**src/rtl/hs_share_pkg.sv**
```systemverilog
package hs_share_pkg;
  typedef enum logic [1:0] {
    PH_IDLE = 2'd0,
    PH_REQ  = 2'd1,
    PH_RTZ  = 2'd2
  } unit_phase_t;
endpackage

```
**src/rtl/hs_pick.sv**
```systemverilog
// Chooses one pending client: rotating priority (arbiter) or fixed priority (merge).
module hs_pick #(
  parameter int N_CLI  = 2,
  parameter bit ARB_EN = 1'b1,
  localparam int IW    = (N_CLI > 1) ? $clog2(N_CLI) : 1
) (
  input  logic [N_CLI-1:0] pending,
  input  logic [IW-1:0]    last_idx,
  output logic             any,
  output logic [IW-1:0]    sel_idx
);
  assign any = |pending;

  generate
    if (ARB_EN) begin : g_rr
      always_comb begin
        sel_idx = '0;
        for (int off = N_CLI; off >= 1; off--) begin
          if (pending[(int'(last_idx) + off) % N_CLI])
            sel_idx = IW'((int'(last_idx) + off) % N_CLI);
        end
      end
    end else begin : g_fix
      always_comb begin
        sel_idx = '0;
        for (int i = N_CLI - 1; i >= 0; i--) begin
          if (pending[i]) sel_idx = IW'(i);
        end
      end
    end
  endgenerate
endmodule

```
**src/rtl/hs_unit_seq.sv**
```systemverilog
// Unit-side four-phase sequencer: drives the unit request and tracks its return-to-zero.
module hs_unit_seq
  import hs_share_pkg::*;
(
  input  logic clk,
  input  logic rst,
  input  logic start,
  input  logic unit_ack,
  output logic unit_req,
  output logic idle,
  output logic done,
  output logic release_now
);
  unit_phase_t phase_q;

  assign idle        = (phase_q == PH_IDLE);
  assign done        = (phase_q == PH_REQ) && unit_ack;
  assign release_now = (phase_q == PH_RTZ) && !unit_ack;

  always_ff @(posedge clk) begin
    if (rst) begin
      phase_q  <= PH_IDLE;
      unit_req <= 1'b0;
    end else begin
      case (phase_q)
        PH_IDLE: if (start) begin
          phase_q  <= PH_REQ;
          unit_req <= 1'b1;
        end
        PH_REQ: if (unit_ack) begin
          phase_q  <= PH_RTZ;
          unit_req <= 1'b0;
        end
        PH_RTZ: if (!unit_ack) phase_q <= PH_IDLE;
        default: begin
          phase_q  <= PH_IDLE;
          unit_req <= 1'b0;
        end
      endcase
    end
  end
endmodule

```
**src/rtl/hs_ack_hold.sv**
```systemverilog
// Per-client acknowledge latch: set on unit completion, held until the client drops its request.
module hs_ack_hold (
  input  logic clk,
  input  logic rst,
  input  logic req,
  input  logic set,
  output logic ack
);
  always_ff @(posedge clk) begin
    if (rst)       ack <= 1'b0;
    else if (!req) ack <= 1'b0;
    else if (set)  ack <= 1'b1;
  end
endmodule

```
**src/rtl/hs_share_arb.sv**
```systemverilog
module hs_share_arb #(
  parameter int N_CLI  = 2,
  parameter bit ARB_EN = 1'b1
) (
  input  logic             clk,
  input  logic             rst,
  input  logic [N_CLI-1:0] cli_req,
  output logic [N_CLI-1:0] cli_ack,
  output logic             unit_req,
  input  logic             unit_ack
);
  localparam int IW = (N_CLI > 1) ? $clog2(N_CLI) : 1;

  logic [N_CLI-1:0] pending;
  logic [N_CLI-1:0] grant_q;
  logic [IW-1:0]    last_q;
  logic [IW-1:0]    sel_idx;
  logic             any_pend;
  logic             seq_idle;
  logic             seq_done;
  logic             seq_release;
  logic             start;

  assign pending = cli_req & ~cli_ack;
  assign start   = seq_idle && any_pend;

  hs_pick #(.N_CLI(N_CLI), .ARB_EN(ARB_EN)) u_pick (
    .pending  (pending),
    .last_idx (last_q),
    .any      (any_pend),
    .sel_idx  (sel_idx)
  );

  hs_unit_seq u_seq (
    .clk         (clk),
    .rst         (rst),
    .start       (start),
    .unit_ack    (unit_ack),
    .unit_req    (unit_req),
    .idle        (seq_idle),
    .done        (seq_done),
    .release_now (seq_release)
  );

  always_ff @(posedge clk) begin
    if (rst) begin
      grant_q <= '0;
      last_q  <= IW'(N_CLI - 1);
    end else if (start) begin
      grant_q <= N_CLI'(1) << sel_idx;
      last_q  <= sel_idx;
    end else if (seq_release) begin
      grant_q <= '0;
    end
  end

  generate
    for (genvar i = 0; i < N_CLI; i++) begin : g_cli
      hs_ack_hold u_hold (
        .clk (clk),
        .rst (rst),
        .req (cli_req[i]),
        .set (seq_done && grant_q[i]),
        .ack (cli_ack[i])
      );
    end
  endgenerate
endmodule

```
**config.mk**
```make
export PLATFORM = sky130hd
export DESIGN_NAME = hs_share_arb
export DESIGN_NICKNAME = d
export VERILOG_FILES = /design/src/rtl/hs_share_pkg.sv /design/src/rtl/hs_pick.sv /design/src/rtl/hs_unit_seq.sv /design/src/rtl/hs_ack_hold.sv /design/src/rtl/hs_share_arb.sv
export SDC_FILE = /design/constraint.sdc
export NUM_CORES = 1
export LEC_CHECK = 0
export ABC_AREA = 1
export ABC_CLOCK_PERIOD_IN_PS = 1000
export BUFFER_PORTS_ARGS = -buffer_cell sky130_fd_sc_hd__buf_2
export CORE_AREA = 2 2 39 41
export CTS_BUF_LIST = sky130_fd_sc_hd__clkbuf_16
export DETAILED_ROUTE_END_ITERATION = 6
export DIE_AREA = 0 0 41 43
export HOLD_SLACK_MARGIN = 0.1
export PLACE_DENSITY = 0.57
export SLEW_MARGIN = 20
export SYNTH_ARGS = -nofsm -noshare
export SYNTH_HDL_FRONTEND = slang
export SYNTH_SLANG_ARGS = --single-unit
```
**constraint.sdc**
```tcl
create_clock -name clk -period 1 [get_ports clk]
set_clock_uncertainty 0.05 [all_clocks]
set_input_delay 0.2 -clock clk [delete_from_list [all_inputs] [get_ports clk]]
set_output_delay 0.2 -clock clk [all_outputs]
set_load 0.05 [all_outputs]
```
* After elaboration in Yosys (flattened, before gate mapping)
Index checks and enable logic that the tools add are counted.
** Word-level totals
- Word-level logic and storage cells :: 53
- Output and inout bits :: 3
- Bits of input ports :: 5
- Register bits after elaboration :: 8
** Cells by class
- Reductions and logical operators :: 13
- $lt $le $gt $ge :: 2
- Shift-type cells :: 1
- Eq/ne operators :: 5
- Add/sub/neg operators :: 2
- Muxes and demuxes :: 17
- Bitwise logic cells :: 7
** Operators with widths (number)
- $mux W1 :: 10
- $mux W2 :: 5
- $lt A2 B3 Y1 const B :: 2
- $pmux W2 S3 :: 1
- $reduce_and A3 Y1 :: 2
- $reduce_or A2 Y1 :: 3
- $logic_and A1 B1 Y1 :: 5
- $ne A2 B2 Y1 const B :: 2
- $not A1 Y1 :: 3
- $pmux W1 S3 :: 1
- $add A1 B1 Y1 const B :: 2
- $and A1 B1 Y1 const A :: 2
- $and A2 B2 Y2 :: 1
- $eq A2 B1 Y1 const B :: 1
- $eq A2 B2 Y1 const B :: 1
- $logic_not A2 Y1 :: 1
- $ne A2 B1 Y1 const B :: 1
- $not A2 Y2 :: 1
- $reduce_bool A2 Y1 :: 1
- $shl A1 B1 Y2 const A :: 1
- $logic_not A1 Y1 :: 1

* Longest topological paths before layout
- Depth in word-level cells :: 9
- Gate-level depth with buffers :: 6
- Gate-level depth less buffers :: 6

* By module
A second synthesis with hierarchy kept.
** Unflattened totals
- Cells, all modules :: 54
- Area, all modules :: 374.1 um2
** By module, submodules not included
- hs_share_arb :: seq. area each 60.1 um2, instances 1, cells each 23, area an instance 157.7 um2
- hs_unit_seq :: seq. area each 60.1 um2, instances 1, cells each 18, area an instance 131.4 um2
- hs_ack_hold :: seq. area each 20.0 um2, instances 2, cells each 5, area an instance 35.0 um2
- hs_pick :: seq. area each 0.0 um2, instances 1, cells each 3, area an instance 15.0 um2

* Worst setup path before layout
No wires, ideal clock.
- Kind :: register to register
- From :: reg, netlist name u_seq.unit_req
- To :: reg u_seq.unit_req
- Buffers on the path :: 0
- Arrival time :: 0.831 ns
- Setup time :: 0.070 ns
- Required time :: 0.880 ns
- Slack :: 0.050 ns
- Stages on the path, launching flop included :: 3
- Clock period less this slack :: 0.950 ns
- Cells stage by stage :: dfxtp_1 > nand2_1 > a21oi_1
** RTL lines
- end signal: assignment :: line hs_unit_seq.sv:23 : unit_req <= 1'b0;
- end signal: assignment :: line hs_unit_seq.sv:28 : unit_req <= 1'b1;
- end signal: assignment :: line hs_unit_seq.sv:32 : unit_req <= 1'b0;
- end: declaration :: line hs_unit_seq.sv:9 : output logic unit_req,

* Worst setup path after layout
- From :: reg g_cli[0].u_hold.ack
- To :: out cli_ack[0]
** RTL lines
- start: declaration :: line hs_ack_hold.sv:7 : output logic ack
- start signal: assignment :: line hs_ack_hold.sv:10 : if (rst) ack <= 1'b0;
- start signal: assignment :: line hs_ack_hold.sv:11 : else if (!req) ack <= 1'b0;
- start signal: assignment :: line hs_ack_hold.sv:12 : else if (set) ack <= 1'b1;
- end: declaration :: line hs_share_arb.sv:8 : output logic [N_CLI-1:0] cli_ack,
No word-level cell between the ends.

==> run metrics <==
status=completed; Sw Share=between 20% and 30%; crit start category=flip-flop; TritonRoute pass-1 iters=2; synthesized flop and latch total=8; IO buf count=7; CTS tree=done; Boundary Pins=8; Worst path top cell family by delay=flip-flops; Tightest Pin Transition=0.205 ns; total power=roughly 1.2 mW; Setup TNS=0 ns; FF-to-FF End=grant_q[0]; Unique masters post-synth=15; Final Cell Area=~520 sq um; max cap viols=0; worst hold margin=approximately 0.14 ns; CP Data Arrival Time=0.74 ns; Die W=41 microns; Levels on crit path=1; Hold Buf Count CTS=0; synthesized net count=53; final hold vios=0; PnR worst setup slack=0.0148 ns; Worst setup EP type=primary output; Max Freq=between 1 and 1.5 GHz; Mapped Area=374 sq um; Pwr Density=~2300 mW/mm^2; WL/cell=10.3 microns; first-pass GRT wire length=about 1.3 mm; Largest stage delay, worst path=around 0.35 ns; fill cell count=150; VDD IR max=approximately 0.00070 V; Area Overhead vs Synth=40.1%; H-tree depth=1; TritonCTS Buffers=3; critical setup path kind=reg2out; hold path cells=2; Vias=324; Slew headroom=86.3%; sequential power share=31.1%; fin nets=64; Placement Setup Slack=roughly 0.061 ns; layout cells sized above 1=50.9%; Mean Syn Cell Area=7.79 sq um; worst reg2reg path startpoint=g_cli[1].u_hold.ack; critical-path maximum fanout=2; critical path required time=0.75 ns; clk sinks=8; multi-input logic area=~170 sq um; Remaining DRCs=0; Starting Density=between 20 and 30%; Final Setup Violations=0; final core occ=a little under two fifths; Post-Syn Instances=48; RSZ-0062 raised after global routing=yes; CP Cell Sequence=buf_8; vias in the first global route=328; Routability Congestion=0.704; internal power=approximately 0.92 mW; Period minus WS final=0.985 ns; DRT iter0 DRCs=3; CTS root buf=clkbuf_16; number of routed nets with antenna violations=0; clock share of power=57.6%; R2R depth=5; core area=0.00138 sq mm; clk buf depth=2; # rows=14; Leak Pwr=0.224 nW; Clock Latency Late Sink=0.23 ns; WP buf/inv=1; Finished Layout Cells=73; Synthesis Warnings=0; placed cell areas=414 sq um; GRT Total Usage=12.1%; period utilisation layout=a little over nine tenths; NetSw=0.270 mW; Detailed Place HPWL=487 microns; Inst Count DP=69; Die Footprint=around 0.0018 sq mm; combinational power share=approximately 11%; sequential share of the synthesized area=42.8%; Crit-path slowest cell=dfxtp_2; register area=165 sq um; largest net degree at the start of global routing=6; CP endpoint=cli_ack[0]; final WL=749 microns; total congestion overflow=0; Max Slew Vio Count=0; total inserted antenna cells=0; Hold Crit Class=in2reg; CP Launch Point=g_cli[0].u_hold.ack; initial antenna violation count=0; DIE HEIGHT=43 microns; FF-to-FF setup slack=around 0.050 ns; Via-to-Cell Ratio=4.44; clock slew at reported path FFs=0.04 ns
cell type report:
class | instances | share of cell area (%)
Timing Repair Buffer | 8 | 12.4
Sequential cell | 8 | 31.5
Inverter | 7 | 5.01
Tap cell | 16 | 3.82
Clock buffer | 3 | 14.3
Multi-Input combinational cell | 31 | 32.9
worst min path at each step:
stage	start	to	slack, ns
5_1_grt	rst	grant_q[1]	0.15
3_5_place_dp	rst	grant_q[1]	0.38
4_1_cts	rst	grant_q[1]	0.14
6_report	rst	grant_q[1]	0.14
2_1_floorplan	rst	grant_q[1]	0.21
3_3_place_gp	rst	grant_q[1]	0.38
cell families (layout without fill, tap and decap cells):
family                 Yosys count  count (layout)  share of synthesized area [%]
AND/OR/NAND/NOR                 23              23                           31.8
buffers and inverters            9              18                           11.0
AO/OA/AOI/OAI                    8               8                           14.4
flip-flops                       8               8                           42.8
power by group through the flow:
| stage | clock (mW) | sequential [mW] | combinational (mW) |
|---|---|---|---|
| after global routing | 0.724 | 0.372 | 0.150 |
| final | 0.684 | 0.369 | 0.133 |
| after global placement | 0 | 0.371 | 0.126 |
| after detailed placement | 0 | 0.371 | 0.126 |
| after CTS | 0.699 | 0.368 | 0.134 |
| after floorplan | 0 | 0.384 | 0.0815 |
layout by cell type (no fill, tap or decap), drive strengths merged:
master,instances
buf,8
clkbuf,3
clkinv,1
nand3,4
nor2,2
a211oi,1
o21ai,1
a21oi,6
nand3b,1
nand2,16
inv,6
dfxtp,8
synth_stat cells:
master | count | area, sq um
a211oi_1 | 1 | 7.51
a21oi_1 | 3 | 15.0
a21oi_2 | 3 | 26.3
buf_4 | 2 | 15.0
clkinv_1 | 2 | 7.51
dfxtp_1 | 8 | 160
inv_1 | 3 | 11.3
inv_2 | 2 | 7.51
nand2_1 | 12 | 45.0
nand2_2 | 4 | 25.0
nand3_1 | 3 | 15.0
nand3_2 | 1 | 10.0
nand3b_2 | 1 | 11.3
nor2_2 | 2 | 12.5
o21ai_0 | 1 | 5.00
worst reg2reg max path: stages, from the launching register on:
cell and delay [ns]:
dfxtp_2 0.32, inv_2 0.06, nand2_1 0.05, nand3b_2 0.24
nand2_1 0.08, a21oi_1 0.04
routing by layer:
| layer | up-vias | track usage, % | part of all wire (%) |
|---|---|---|---|
| met5 | - | 0 | 0 |
| li1 | 167 | - | - |
| met2 | 9 | 16.9 | 50 |
| met4 | 0 | 10.0 | 3.3 |
| met1 | 145 | 13.6 | 41 |
| met3 | 3 | 4.71 | 5.1 |
state kept, by name (all words and copies together), names as in the netlist:
| name | flops |
|---|---|
| g_cli.u_hold.ack | 2 |
| grant_q | 2 |
| last_q | 1 |
| u_seq.phase_q | 2 |
| u_seq.unit_req | 1 |
repair_timing:
item	4_1_cts	5_1_grt
resized for setup	7	5
endpoints found under the setup margin	3	10
pin swaps	0	1
endpoints found under the hold margin	0	0
buffers inserted	0	1
No activity file was read; power rests on OpenSTA's default activity.
